<file path="config.mk">
export PLATFORM = sky130hd
export DESIGN_NAME = sdram_bank_monitor
export DESIGN_NICKNAME = d
export VERILOG_FILES = /design/src/rtl/sdram_mon_pkg.sv /design/src/rtl/sdram_cmd_decode.sv /design/src/rtl/sdram_bank_track.sv /design/src/rtl/sdram_rule_check.sv /design/src/rtl/sdram_bank_monitor.sv
export SDC_FILE = /design/constraint.sdc
export NUM_CORES = 1
export LEC_CHECK = 0
export ABC_AREA = 1
export BUFFER_PORTS_ARGS = -buffer_cell sky130_fd_sc_hd__buf_4
export CORE_AREA = 4 4 140 142
export CTS_CLUSTER_SIZE = 30
export DETAILED_ROUTE_END_ITERATION = 16
export DIE_AREA = 0 0 144 146
export PLACE_DENSITY = 0.51
export SYNTH_ARGS = -nofsm -noshare
export SYNTH_HDL_FRONTEND = slang
export SYNTH_SLANG_ARGS = --single-unit
</file>
<file path="constraint.sdc">
create_clock -name clk -period 1.4 [get_ports clk]
set_input_delay 0.14 -clock clk [delete_from_list [all_inputs] [get_ports clk]]
set_output_delay 0.14 -clock clk [all_outputs]
set_load 0.02 [all_outputs]
</file>
<file path="src/rtl/sdram_mon_pkg.sv">
package sdram_mon_pkg;

  typedef enum logic [2:0] {
    CMD_NOP   = 3'd0,
    CMD_ACT   = 3'd1,
    CMD_RD    = 3'd2,
    CMD_WR    = 3'd3,
    CMD_PRE   = 3'd4,
    CMD_OTHER = 3'd5
  } cmd_e;

  typedef enum logic [2:0] {
    ERR_NONE   = 3'd0,
    ERR_CLOSED = 3'd1,
    ERR_RCD    = 3'd2,
    ERR_RAS    = 3'd3,
    ERR_RP_RC  = 3'd4,
    ERR_RRD    = 3'd5,
    ERR_REOPEN = 3'd6
  } err_e;

  function automatic int imax(input int a, input int b);
    return (a > b) ? a : b;
  endfunction

endpackage

</file>
<file path="src/rtl/sdram_cmd_decode.sv">
module sdram_cmd_decode
  import sdram_mon_pkg::*;
(
  input  logic cs_n,
  input  logic cke,
  input  logic ras_n,
  input  logic cas_n,
  input  logic we_n,
  output cmd_e cmd
);

  always_comb begin
    cmd = CMD_NOP;
    if (!cs_n && cke) begin
      unique case ({ras_n, cas_n, we_n})
        3'b011:  cmd = CMD_ACT;
        3'b101:  cmd = CMD_RD;
        3'b100:  cmd = CMD_WR;
        3'b010:  cmd = CMD_PRE;
        3'b111:  cmd = CMD_NOP;
        default: cmd = CMD_OTHER;
      endcase
    end
  end

endmodule

</file>
<file path="src/rtl/sdram_bank_track.sv">
module sdram_bank_track #(
  parameter int ROW_W    = 12,
  parameter int CNT_W    = 4,
  parameter int AP_DELAY = 1
) (
  input  logic             clk,
  input  logic             rst_n,
  input  logic             act_i,
  input  logic             close_i,
  input  logic             ap_arm_i,
  input  logic [ROW_W-1:0] row_i,
  output logic             open_o,
  output logic [CNT_W-1:0] act_age_o,
  output logic [CNT_W-1:0] close_age_o,
  output logic [ROW_W-1:0] row_o
);

  localparam int AP_W = $clog2(AP_DELAY + 1);
  localparam logic [CNT_W-1:0] CNT_SAT = '1;
  localparam logic [CNT_W-1:0] CNT_ONE = CNT_W'(1);
  localparam logic [AP_W-1:0]  AP_LOAD = AP_W'(AP_DELAY);
  localparam logic [AP_W-1:0]  AP_ONE  = AP_W'(1);

  logic [AP_W-1:0] ap_cnt;
  logic            auto_close;
  logic            closing;

  assign auto_close = (ap_cnt == AP_ONE);
  assign closing    = !act_i && open_o && (close_i || auto_close);

  always_ff @(posedge clk) begin
    if (!rst_n) begin
      open_o      <= 1'b0;
      row_o       <= '0;
      act_age_o   <= CNT_SAT;
      close_age_o <= CNT_SAT;
      ap_cnt      <= '0;
    end else begin
      if (act_i)                   act_age_o <= CNT_ONE;
      else if (act_age_o != CNT_SAT) act_age_o <= act_age_o + CNT_ONE;

      if (closing)                     close_age_o <= CNT_ONE;
      else if (close_age_o != CNT_SAT) close_age_o <= close_age_o + CNT_ONE;

      if (act_i) begin
        open_o <= 1'b1;
        row_o  <= row_i;
        ap_cnt <= '0;
      end else if (close_i || auto_close) begin
        open_o <= 1'b0;
        ap_cnt <= '0;
      end else if (ap_arm_i) begin
        ap_cnt <= AP_LOAD;
      end else if (ap_cnt != '0) begin
        ap_cnt <= ap_cnt - AP_ONE;
      end
    end
  end

endmodule

</file>
<file path="src/rtl/sdram_rule_check.sv">
module sdram_rule_check
  import sdram_mon_pkg::*;
#(
  parameter int NUM_BANKS = 4,
  parameter int BA_W      = 2,
  parameter int CNT_W     = 4,
  parameter int T_RCD     = 3,
  parameter int T_RAS     = 5,
  parameter int T_RP      = 3,
  parameter int T_RC      = 8,
  parameter int T_RRD     = 2
) (
  input  cmd_e                            cmd,
  input  logic [BA_W-1:0]                 ba,
  input  logic                            ap,
  input  logic [NUM_BANKS-1:0]            open_vec,
  input  logic [NUM_BANKS-1:0][CNT_W-1:0] act_age,
  input  logic [NUM_BANKS-1:0][CNT_W-1:0] close_age,
  input  logic [CNT_W-1:0]                rrd_age,
  output err_e                            err
);

  localparam logic [CNT_W-1:0] LIM_RCD = CNT_W'(T_RCD);
  localparam logic [CNT_W-1:0] LIM_RAS = CNT_W'(T_RAS);
  localparam logic [CNT_W-1:0] LIM_RP  = CNT_W'(T_RP);
  localparam logic [CNT_W-1:0] LIM_RC  = CNT_W'(T_RC);
  localparam logic [CNT_W-1:0] LIM_RRD = CNT_W'(T_RRD);

  always_comb begin
    err = ERR_NONE;
    case (cmd)
      CMD_RD, CMD_WR: begin
        if (!open_vec[ba])              err = ERR_CLOSED;
        else if (act_age[ba] < LIM_RCD) err = ERR_RCD;
      end
      CMD_PRE: begin
        for (int b = 0; b < NUM_BANKS; b++) begin
          if (open_vec[b] && (ap || (ba == BA_W'(b))) && (act_age[b] < LIM_RAS))
            err = ERR_RAS;
        end
      end
      CMD_ACT: begin
        if (open_vec[ba])
          err = ERR_REOPEN;
        else if ((close_age[ba] < LIM_RP) || (act_age[ba] < LIM_RC))
          err = ERR_RP_RC;
        else if (rrd_age < LIM_RRD)
          err = ERR_RRD;
      end
      default: err = ERR_NONE;
    endcase
  end

endmodule

</file>
<file path="src/rtl/sdram_bank_monitor.sv">
module sdram_bank_monitor
  import sdram_mon_pkg::*;
#(
  parameter int NUM_BANKS = 4,
  parameter int ADDR_W    = 12,
  parameter int AP_BIT    = 10,
  parameter int T_RCD     = 3,
  parameter int T_RAS     = 5,
  parameter int T_RP      = 3,
  parameter int T_RC      = 8,
  parameter int T_RRD     = 2,
  parameter int AP_DELAY  = 1,
  localparam int BA_W     = $clog2(NUM_BANKS)
) (
  input  logic                        clk,
  input  logic                        rst_n,
  input  logic                        cs_n,
  input  logic                        ras_n,
  input  logic                        cas_n,
  input  logic                        we_n,
  input  logic                        cke,
  input  logic [BA_W-1:0]             ba,
  input  logic [ADDR_W-1:0]           addr,
  output logic [NUM_BANKS-1:0]        bank_open,
  output logic [NUM_BANKS*ADDR_W-1:0] open_rows,
  output logic                        err_pulse,
  output logic [2:0]                  err_code
);

  localparam int T_MAX = imax(imax(imax(T_RC, T_RAS), imax(T_RP, T_RCD)), T_RRD);
  localparam int CNT_W = $clog2(T_MAX + 1);
  localparam logic [CNT_W-1:0] CNT_SAT = '1;
  localparam logic [CNT_W-1:0] CNT_ONE = CNT_W'(1);

  cmd_e                            cmd;
  err_e                            err_now;
  logic                            ap_flag;
  logic [CNT_W-1:0]                rrd_age;
  logic [NUM_BANKS-1:0][CNT_W-1:0] act_age;
  logic [NUM_BANKS-1:0][CNT_W-1:0] close_age;

  assign ap_flag = addr[AP_BIT];

  sdram_cmd_decode u_dec (
    .cs_n  (cs_n),
    .cke   (cke),
    .ras_n (ras_n),
    .cas_n (cas_n),
    .we_n  (we_n),
    .cmd   (cmd)
  );

  for (genvar g = 0; g < NUM_BANKS; g++) begin : g_bank
    logic sel;
    logic act_g;
    logic close_g;
    logic arm_g;

    assign sel     = (ba == BA_W'(g));
    assign act_g   = (cmd == CMD_ACT) && sel;
    assign close_g = (cmd == CMD_PRE) && (ap_flag || sel);
    assign arm_g   = ((cmd == CMD_RD) || (cmd == CMD_WR)) && sel && ap_flag && bank_open[g];

    sdram_bank_track #(
      .ROW_W    (ADDR_W),
      .CNT_W    (CNT_W),
      .AP_DELAY (AP_DELAY)
    ) u_track (
      .clk         (clk),
      .rst_n       (rst_n),
      .act_i       (act_g),
      .close_i     (close_g),
      .ap_arm_i    (arm_g),
      .row_i       (addr),
      .open_o      (bank_open[g]),
      .act_age_o   (act_age[g]),
      .close_age_o (close_age[g]),
      .row_o       (open_rows[g*ADDR_W +: ADDR_W])
    );
  end

  sdram_rule_check #(
    .NUM_BANKS (NUM_BANKS),
    .BA_W      (BA_W),
    .CNT_W     (CNT_W),
    .T_RCD     (T_RCD),
    .T_RAS     (T_RAS),
    .T_RP      (T_RP),
    .T_RC      (T_RC),
    .T_RRD     (T_RRD)
  ) u_rules (
    .cmd       (cmd),
    .ba        (ba),
    .ap        (ap_flag),
    .open_vec  (bank_open),
    .act_age   (act_age),
    .close_age (close_age),
    .rrd_age   (rrd_age),
    .err       (err_now)
  );

  always_ff @(posedge clk) begin
    if (!rst_n) begin
      rrd_age   <= CNT_SAT;
      err_pulse <= 1'b0;
      err_code  <= 3'd0;
    end else begin
      if (cmd == CMD_ACT)         rrd_age <= CNT_ONE;
      else if (rrd_age != CNT_SAT) rrd_age <= rrd_age + CNT_ONE;
      err_pulse <= (err_now != ERR_NONE);
      err_code  <= err_now;
    end
  end

endmodule

</file>
==> flow_summary.toml, run 1 <==
[power]
p_leak_uw = 0.003177
max-vdd-ir-drop_v = 0.0007066
powerDensity_nw_per_um2 = 1563

[routing]
routedWlPerCell_microns = 13.33
drtAntennaViolNets = 0
drt_iter0_drc = 194
first_pass_iters = 4
drc = 0
vias_per_cell = 4.346
num_vias = 4324
wirelength_mm = 13.26

[timing]
slew_headroom_pct = 72.68
fin_crit_sh_pct = 102.4
tightestPinTransition_ns = 0.4093
hold_violations = 0
layout_setup_ws_ns = -0.03384
finalSetupViolations = 1
fin_skew_ns = 0.004366
fin_crit_ns = 1.434
fmax_mhz = 697.4
maxSlewViolCount = 0
fin_tns_setup_ns = -0.03384
rsz0062_at_grt = "true"

[setup_path]
worst_setup_path_end_kind = "flop"
arrival_ns = 1.68
worstSetupStartpointType = "flop"
required_ns = 1.65
crit_fanout = 2
path_class = "flop to flop"
r2r.worst_path.cells = 11

[floorplanning]
die_h_microns = 146
die-area_sq_um = 21020
die_w_microns = 144
rows = 50
ios = 77
start_util_pct = 24.37
core_sq_um = 18460

[final_layout]
nets = 790
finalNonFillerCells = 995
drive_gt1_share_pct = 27.60
area_delta_synth_final_pct = 36.88
antenna_cells = 0
fillers = 1985

[yosys]
seq_area_frac_synth_pct = 42.73
synthFlopType = "dfxtp_1"
synth_cell_types = 35
synthCells = 625
ys_seq_elements = 96
syn_nets = 659
async_reset_ff_share_pct = 0
yosys_warnings = 0
syn_avg_cell_area_sq_um = 7.197
synth_edf_count = 0
syn-cell-area_sq_um = 4498

[placement]
placed_cells = 976
hpwl_mm = 9.712
io_buffers = 76
place_congestion = 0.7879

[clocking]
path_clk_slew_ns = 0.07
clockBufferDepth = 2
clock_latency_ns = 0.35
htreeDepth = 3
cts_sinks = 96
numCtsBuffers = 9
cts_tree = "yes"
clockRootBuffer = "clkbuf_16"

[grt]
grt_pass1_wl_mm = 21.80
grt_max_degree = 51
overflow = 0
first_global_vias = 4229
grt_usage_pct = 13.01
antenna_found_initial = 0

[job]
max_cap_viol_count = 0

[hold_path]
min_path_type = "input pin to flop"
hold_depth = 3

[status]
violations = "negative setup slack"
status = "finished with violations"
==> layer usage <==
metal  vias up  part of all wire (%)  track usage (%)
met1      1934                    47            17.20
met3        13                   8.8            5.981
met4         0                   1.4            3.154
li1       2266                     -                -
met5         -                     0                0
met2       111                    42            19.30
==> worst paths after layout <==
kind	startpoint	end	slack [ns]
hold / removal	addr[9]	g_bank[3].u_track.row_o[9]	0.04
setup reg to reg	g_bank[2].u_track.act_age_o[0]	err_pulse	-0.03
setup / recovery	g_bank[2].u_track.act_age_o[0]	err_pulse	-0.03
hold reg to reg	g_bank[2].u_track.row_o[1]	g_bank[2].u_track.row_o[1]	0.48
==> worst max-delay path: stages, from the launching register on <==
cell and delay, ns:
dfxtp_2 0.33, inv_2 0.04, ha_2 0.16, or2_4 0.22, nand3_2 0.06, nand2_2 0.06
nor2_4 0.13, nor2_4 0.06, nor2_4 0.11, nand3_2 0.07, nand2_2 0.05, nand2_1 0.04
==> where the power goes <==
part           internal (uW)  switching [uW]
Sequential              3240             436
Combinational           1680            1900
Clock                   1220            1150
==> area by class of cell <==
| type | count | area [sq um] | area share, % |
|---|---|---|---|
| clock buffers | 10 | 229.0 | 3.719 |
| clock inverters | 6 | 45.04 | 0.7316 |
| inverters | 69 | 266.5 | 4.328 |
| multi-input cells | 436 | 2236 | 36.31 |
| flip-flops and latches | 96 | 1932 | 31.38 |
| well taps | 234 | 292.8 | 4.755 |
| repair buffers | 144 | 1156 | 18.78 |
==> cell usage after synthesis, types with 2 or more instances <==
master,number,area (sq um)
a21o_1,2,15.01
a21oi_1,14,70.07
a31oi_1,3,18.77
buf_4,11,82.58
buf_6,3,33.78
clkbuf_1,9,33.78
dfxtp_1,96,1922
ha_1,13,162.7
inv_1,61,229.0
inv_2,6,22.52
nand2_1,106,397.9
nand2_2,2,12.51
nand2_4,3,33.78
nand3_1,45,225.2
nand3_2,2,20.02
nand3b_1,2,15.01
nand4_1,4,25.02
nor2_1,136,510.5
nor2_8,4,80.08
nor3_1,7,35.03
nor4_1,2,12.51
nor4b_1,2,17.52
o211ai_1,9,67.56
o21a_1,2,15.01
o21ai_0,43,215.2
o21ai_1,23,115.1
or2_2,3,18.77
xor2_1,5,43.79
==> timing repair <==
item	4_1_cts	5_1_grt
cloned	0	0
resized for setup	1	25
pin swaps	6	6
setup endpoints to repair	2	11
setup buffers	2	1
hold buffers	0	0
==> sequential cells by signal, indices dropped and copies added, names as in the netlist <==
name	cells
g_bank.u_track.act_age_o	16
err_code	3
g_bank.u_track.open_o	4
err_pulse	1
g_bank.u_track.close_age_o	16
g_bank.u_track.ap_cnt	4
rrd_age	4
g_bank.u_track.row_o	48
==> logic make-up (layout without fill, tap and decap cells) <==
group                    count (synthesis)  in the layout  share of synthesized area (%)
AO/OA/AOI/OAI                           98             98                          11.85
buffers and inverters                   93            229                          9.346
flip-flops                              96             96                          42.73
adder cells (fa/ha/maj)                 13             13                          3.616
XOR/XNOR                                 5              5                         0.9735
AND/OR/NAND/NOR                        320            320                          31.49
==> cell usage in the layout (no fill, tap or decap), types with 2 or more instances in the layout <==
cell	Yosys	final
buf_4	11	138
nor2_1	136	131
nand2_1	106	100
dfxtp_1	96	88
inv_1	61	59
o21ai_0	43	43
nand3_1	45	41
o21ai_1	23	23
a21oi_1	14	14
ha_1	13	11
o211ai_1	9	9
clkbuf_16	0	9
inv_2	6	8
nand2_2	2	8
dfxtp_2	0	8
nor3_1	7	7
nand3_2	2	6
buf_12	0	6
xor2_1	5	5
nor2_8	4	4
nand4_1	4	4
nor2_2	1	3
nand2_4	3	3
nor2_4	0	3
a31oi_1	3	3
clkinv_4	0	3
inv_6	1	2
or2_2	3	2
nand3b_1	2	2
nor4_1	2	2
a21o_1	2	2
nor4b_1	2	2
o21a_1	2	2
clkinv_2	0	2
==> per-stage QoR <==
step	power [uW]	worst slack (ns)	util, %	area, sq um	hold WS (ns)
3_5_place_dp	7137	-0.09046	31.34	5783	0.4088
3_3_place_gp	7147	-0.08749	31.34	5783	0.4064
5_1_grt	10510	-0.1253	33.36	6157	0.04257
4_1_cts	9587	-0.05109	32.91	6073	0.02751
6_report	9626	-0.03384	33.36	6157	0.04409
2_1_floorplan	5991	0.003995	-	4511	0.2749
(Power assumes the default switching activity.)
==> run 2, diff against run 1 <==
--- a/config.mk
+++ b/config.mk
@@ -11,7 +11,7 @@
 export CTS_CLUSTER_SIZE = 30
 export DETAILED_ROUTE_END_ITERATION = 16
 export DIE_AREA = 0 0 144 146
-export PLACE_DENSITY = 0.51
+export PLACE_DENSITY = 0.43
 export SYNTH_ARGS = -nofsm -noshare
 export SYNTH_HDL_FRONTEND = slang
 export SYNTH_SLANG_ARGS = --single-unit
==> flow_summary.toml, run 2 (same netlist as run 1, synthesis figures left out) <==
[final_layout]
drive_gt1_share_pct = 27.02
regMostFlops = "g_bank.u_track.row_o"
reg_top3 = "g_bank.u_track.row_o (48), g_bank.u_track.act_age_o (16), g_bank.u_track.close_age_o (16)"
final_core_util_pct = 32.64
antenna_cells = 0
final_cell_area_sq_um = 6025
area_delta_synth_final_pct = 33.94
nets = 784
mostFrequentLayoutCell = "buf_4"
final_cell_mix = "buf_4, nor2_1, nand2_1, dfxtp_1, inv_1"
largest_reg_flops = 48

[placement]
io_buffers = 76
place_congestion = 0.8243
dp_slack_ns = -0.1189
hpwl_mm = 10.55
place_area_sq_um = 5655

[floorplanning]
start_util_pct = 24.37
core_sq_um = 18460
die_w_microns = 144
die_h_microns = 146
rows = 50
die-area_sq_um = 21020
ios = 77

[grt]
grt_pass1_wl_mm = 22.68
grt_max_degree = 22
antenna_found_initial = 0
grt_usage_pct = 13.57
overflow = 0
first_global_vias = 4477

[routing]
routedWlPerCell_microns = 14.05
drc = 0
num_vias = 4394
drtAntennaViolNets = 0
first_pass_iters = 4
wirelength_mm = 13.90
drt_iter0_drc = 202
vias_per_cell = 4.443

[timing]
tightestPinTransition_ns = 0.4294
fin_tns_setup_ns = -0.08556
finalSetupViolations = 2
maxSlewViolCount = 0
rsz0062_at_grt = "true"
fin_skew_ns = 0.006503
hold_violations = 0
fin_crit_sh_pct = 104.5
slew_headroom_pct = 71.34
layout_setup_ws_ns = -0.06351
fmax_mhz = 683.3
fin_crit_ns = 1.464

[clocking]
clockBufferDepth = 2
numCtsBuffers = 9
ctsHoldBuffers = 0
cts_sinks = 96
path_clk_slew_ns = 0.07
clock_latency_ns = 0.35
cts_tree = "yes"
htreeDepth = 3
clockRootBuffer = "clkbuf_16"

[power]
p_leak_uw = 0.003103
max-vdd-ir-drop_v = 0.0006830
p_total_uw = 9566
powerDensity_nw_per_um2 = 1588

[setup_path]
worst_setup_path_end_kind = "flop"
worstSetupStartpointType = "flop"
arrival_ns = 1.71
r2r.worst_path.cells = 11
required_ns = 1.65
crit_fanout = 2
path_class = "flop to flop"

[status]
status = "finished with violations"
violations = "negative setup slack"

[hold_path]
hold_depth = 3
min_path_type = "input pin to flop"

[job]
max_cap_viol_count = 0
-- run 2: cell count changes in the layout (fill, tap and decap cells not counted), moves of 3 or more --
cell     delta
buf_12      -6
nor2_2      +5
nand2_1     +4
nand2_2     -4
nor2_4      -3
-- run 2: metal layers --
layer	global-route usage [%]	vias up	wire (microns)
li1	-	2254	-
met1	16.28	2020	6127
met2	22.84	108	6591
met3	4.864	12	982
met4	3.625	0	193
met5	0	-	0
-- run 2: worst paths after layout --
path / startpoint / endpoint / slack [ns]
max: g_bank[2].u_track.act_age_o[0] / err_pulse / -0.06
min: addr[5] / g_bank[0].u_track.row_o[5] / 0.06
max reg2reg: g_bank[2].u_track.act_age_o[0] / err_pulse / -0.06
min reg2reg: g_bank[2].u_track.row_o[11] / g_bank[2].u_track.row_o[11] / 0.48
-- run 2: layout make-up --
cell class              count  area (sq um)
multi-input cells         436          2220
inverters                  69         266.5
clock buffers              11         232.7
fillers                  1967         12430
flip-flops and latches     96          1934
well taps                 234         292.8
clock inverters             5         42.54
repair buffers            138          1036
-- run 2: timing repair --
action | in CTS | in global routing
setup endpoints to repair | 4 | 12
gates resized for setup | 4 | 21
pin swaps | 7 | 3
hold endpoints to repair | 0 | 0
buffers inserted | 3 | 1
-- run 2: where the power goes --
part | switching (uW) | internal (uW) | total (uW) | leakage [uW]
clock | 1120 | 1220 | 2340 | 0.000130
sequential | 450 | 3250 | 3700 | 0.000781
combinational | 1930 | 1590 | 3520 | 0.00219
-- run 2: through the flow --
| stage | hold slack [ns] | instances |
|---|---|---|
| after floorplan | 0.2749 | 625 |
| after global placement | 0.4210 | 969 |
| after detailed placement | 0.4198 | 969 |
| after CTS | 0.04767 | 988 |
| after global routing | 0.05662 | 989 |
| final | 0.06006 | 989 |
-- run 2: worst max-delay path, stage by stage, from the launching register on --
cell and delay (ns):
dfxtp_2 0.34, inv_2 0.05, ha_4 0.14, or2_4 0.23
nand3_2 0.05, nand2_1 0.06, nor2_2 0.13, nor2_2 0.06
nor2_2 0.12, nand3_1 0.08, nand2_1 0.07, nand2_1 0.05
==> run 3, diff against run 2 <==
--- a/config.mk
+++ b/config.mk
@@ -5,12 +5,12 @@
 export SDC_FILE = /design/constraint.sdc
 export NUM_CORES = 1
 export LEC_CHECK = 0
-export ABC_AREA = 1
+export ABC_AREA = 0
 export BUFFER_PORTS_ARGS = -buffer_cell sky130_fd_sc_hd__buf_4
-export CORE_AREA = 4 4 140 142
+export CORE_AREA = 4 4 136 138
 export CTS_CLUSTER_SIZE = 30
 export DETAILED_ROUTE_END_ITERATION = 16
-export DIE_AREA = 0 0 144 146
+export DIE_AREA = 0 0 140 142
 export PLACE_DENSITY = 0.43
 export SYNTH_ARGS = -nofsm -noshare
 export SYNTH_HDL_FRONTEND = slang
==> flow_summary.toml, run 3 <==
[final_layout]
nets = 655
mostFrequentLayoutCell = "buf_4"
largest_reg_flops = 48
area_delta_synth_final_pct = 41.43
drive_gt1_share_pct = 36.48
antenna_cells = 0
finalNonFillerCells = 850
final_cell_area_sq_um = 6027
final_cell_mix = "buf_4, nand2_1, dfxtp_1, a21boi_1, nand3_1"
reg_top3 = "g_bank.u_track.row_o (48), g_bank.u_track.act_age_o (16), g_bank.u_track.close_age_o (16)"
regMostFlops = "g_bank.u_track.row_o"

[timing]
hold_ws_ns = 0.05755
maxSlewViolCount = 0
hold_violations = 0
layout_setup_ws_ns = -0.5488
rsz0062_at_grt = "true"
tightestPinTransition_ns = 0.4276
finalSetupViolations = 4
slew_headroom_pct = 71.27
fin_crit_ns = 1.949
fin_crit_sh_pct = 139.2
fmax_mhz = 513.1
fin_skew_ns = 0.01018

[setup_path]
reg2reg_from = "g_bank[2].u_track.act_age_o[0]"
path_class = "flop to flop"
ff2ff_setup_slack_ns = -0.55
worst_setup_path_end_kind = "flop"
startpoint = "g_bank[2].u_track.act_age_o[0]"
required_ns = 1.63
crit_fanout = 2
arrival_ns = 2.18
worstSetupStartpointType = "flop"
r2r.worst_path.cells = 8

[routing]
vias_per_cell = 4.544
drtAntennaViolNets = 0
topRoutingLayerUsed = "met4"
drt-met1-wl_mm = 5.718
first_pass_iters = 6
routedWlPerCell_microns = 14.86
wl_met3_mm = 1.086
drc = 0
wirelength_mm = 12.63
dr_wl_met2_mm = 5.743
drt_iter0_drc = 140
num_vias = 3862

[hold_path]
min-delay-start = "addr[11]"
min_path_type = "input pin to flop"
hold_depth = 3

[yosys]
yosysTopAreaCellShare_pct = 45.10
synthMuxAreaShare_pct = 5.931
synth_xor_area_share_pct = 2.055
syn_avg_cell_area_sq_um = 8.715
synth_area_leaders = "dfxtp_1, nand2_1, a21boi_1"
synthAdderAreaFrac_pct = 3.817
yosysTopAreaCell = "dfxtp_1"
yosys-top-cells-count = "nand2_1, dfxtp_1, a21boi_1, nand3_1, o21ai_0"
async_reset_ff_share_pct = 0
syn-cell-area_sq_um = 4262
synthFlopType = "dfxtp_1"
seq_area_frac_synth_pct = 45.10
ys_seq_elements = 96
synth_cell_types = 43
yosys_warnings = 0
synth_compound_area_share_pct = 18.17
synth_simple_gate_area_share_pct = 20.79
syn_nets = 523
synth_edf_count = 0
synthCells = 489
synth_top_family_by_area = "simple AND/OR/NAND/NOR gates"
yosysMostFrequentCell = "nand2_1"

[clocking]
cts_tree = "yes"
clock_latency_ns = 0.35
numCtsBuffers = 9
clockBufferDepth = 2
ctsHoldBuffers = 0
cts_sinks = 96
path_clk_slew_ns = 0.07
clockRootBuffer = "clkbuf_16"
htreeDepth = 3

[grt]
overflow = 0
first_global_vias = 4003
grt_usage_pct = 12.89
antenna_found_initial = 0
grt_pass1_wl_mm = 20.53
grt_max_degree = 45

[job]
max_cap_viol_count = 0

[placement]
place_congestion = 0.7822
io_buffers = 76
place_area_sq_um = 5532
hpwl_mm = 9.149
placed_cells = 830
dp_slack_ns = -0.5736

[status]
status = "finished with violations"
violations = "negative setup slack"

[power]
power.internal_uw = 6237
seq_power_share_pct = 38.3
powerDensity_nw_per_um2 = 1515
swShare_pct = 31.67
power_frac_comb_pct = 36.3
max-vdd-ir-drop_v = 0.0006507
p_sw_uw = 2891
p_total_uw = 9129
p_leak_uw = 0.002497
p_clk_share_pct = 25.5

[floorplanning]
start_util_pct = 24.81
rows = 48
ios = 77
die_w_microns = 140
die-area_sq_um = 19880
die_h_microns = 142
core_sq_um = 17180
-- run 3: changes by cell type in the layout (fill, tap and decap cells not counted), sizes merged, moves of 10 or more --
cell	delta
inv	-57
nand3b	+10
a21oi	-11
nand3	-19
a21boi	+52
mux2i	+14
o21ai	-28
nor2	-127
buf	+11
-- run 3: logic make-up (layout without fill, tap and decap cells) --
family,count (synthesis),count (layout)
muxes,21,21
adders and majority gates,13,13
DFF,96,96
and+or+nand+nor,193,193
AOI/OAI and AO/OA,115,115
xor gates and xnor gates,10,10
buffers and inverters,41,177
-- run 3: final cells by class --
| cell class | count | area (sq um) |
|---|---|---|
| Inverter | 13 | 48.80 |
| Fill cell | 1855 | 11150 |
| Sequential cell | 96 | 1951 |
| Tap cell | 225 | 281.5 |
| Clock buffer | 11 | 242.7 |
| Timing Repair Buffer | 149 | 1147 |
| Clock inverter | 4 | 31.28 |
| Multi-Input combinational cell | 352 | 2325 |
-- run 3: worst paths after layout --
| path | to |
|---|---|
| setup / recovery | err_pulse |
| hold / removal | g_bank[2].u_track.row_o[11] |
| setup reg to reg | err_pulse |
| hold reg to reg | g_bank[0].u_track.row_o[10] |
-- run 3: repair_timing --
action                     in CTS  in global routing
setup endpoints to repair       4                  8
buffers inserted                5                  2
resized for setup              37                 20
pin swaps                      11                  8
hold endpoints to repair        0                  0
-- run 3: layer usage --
metal	vias up	global-route usage (%)
met1	1828	15.69
met4	0	2.601
li1	1943	-
met2	82	20.92
met3	9	6.284
met5	-	0
-- run 3: through the flow --
stage | TNS, ns | utilization, %
detailed placement | -10.35 | 32.20
floorplan | -1.038 | -
CTS | -1.478 | 34.63
finish | -1.479 | 35.09
global placement | -10.10 | 32.20
global route | -1.687 | 35.09
-- run 3: worst max-delay path: stages, from the launching register on --
cell and delay, ns:
dfxtp_2 0.33, inv_2 0.04, ha_4 0.15, nor2b_2 0.11, nor3b_2 0.06, o41a_2 0.49, o21a_1 0.23, o21a_1 0.19
a211o_1 0.23
-- run 3: power groups by stage --
stage	Sequential [uW]	Combinational (uW)	Clock (uW)
floorplan	3540	1840	0
global placement	3420	2950	0
detailed placement	3440	3020	0
CTS	3460	3160	2430
global route	3550	3700	2530
finish	3490	3310	2320
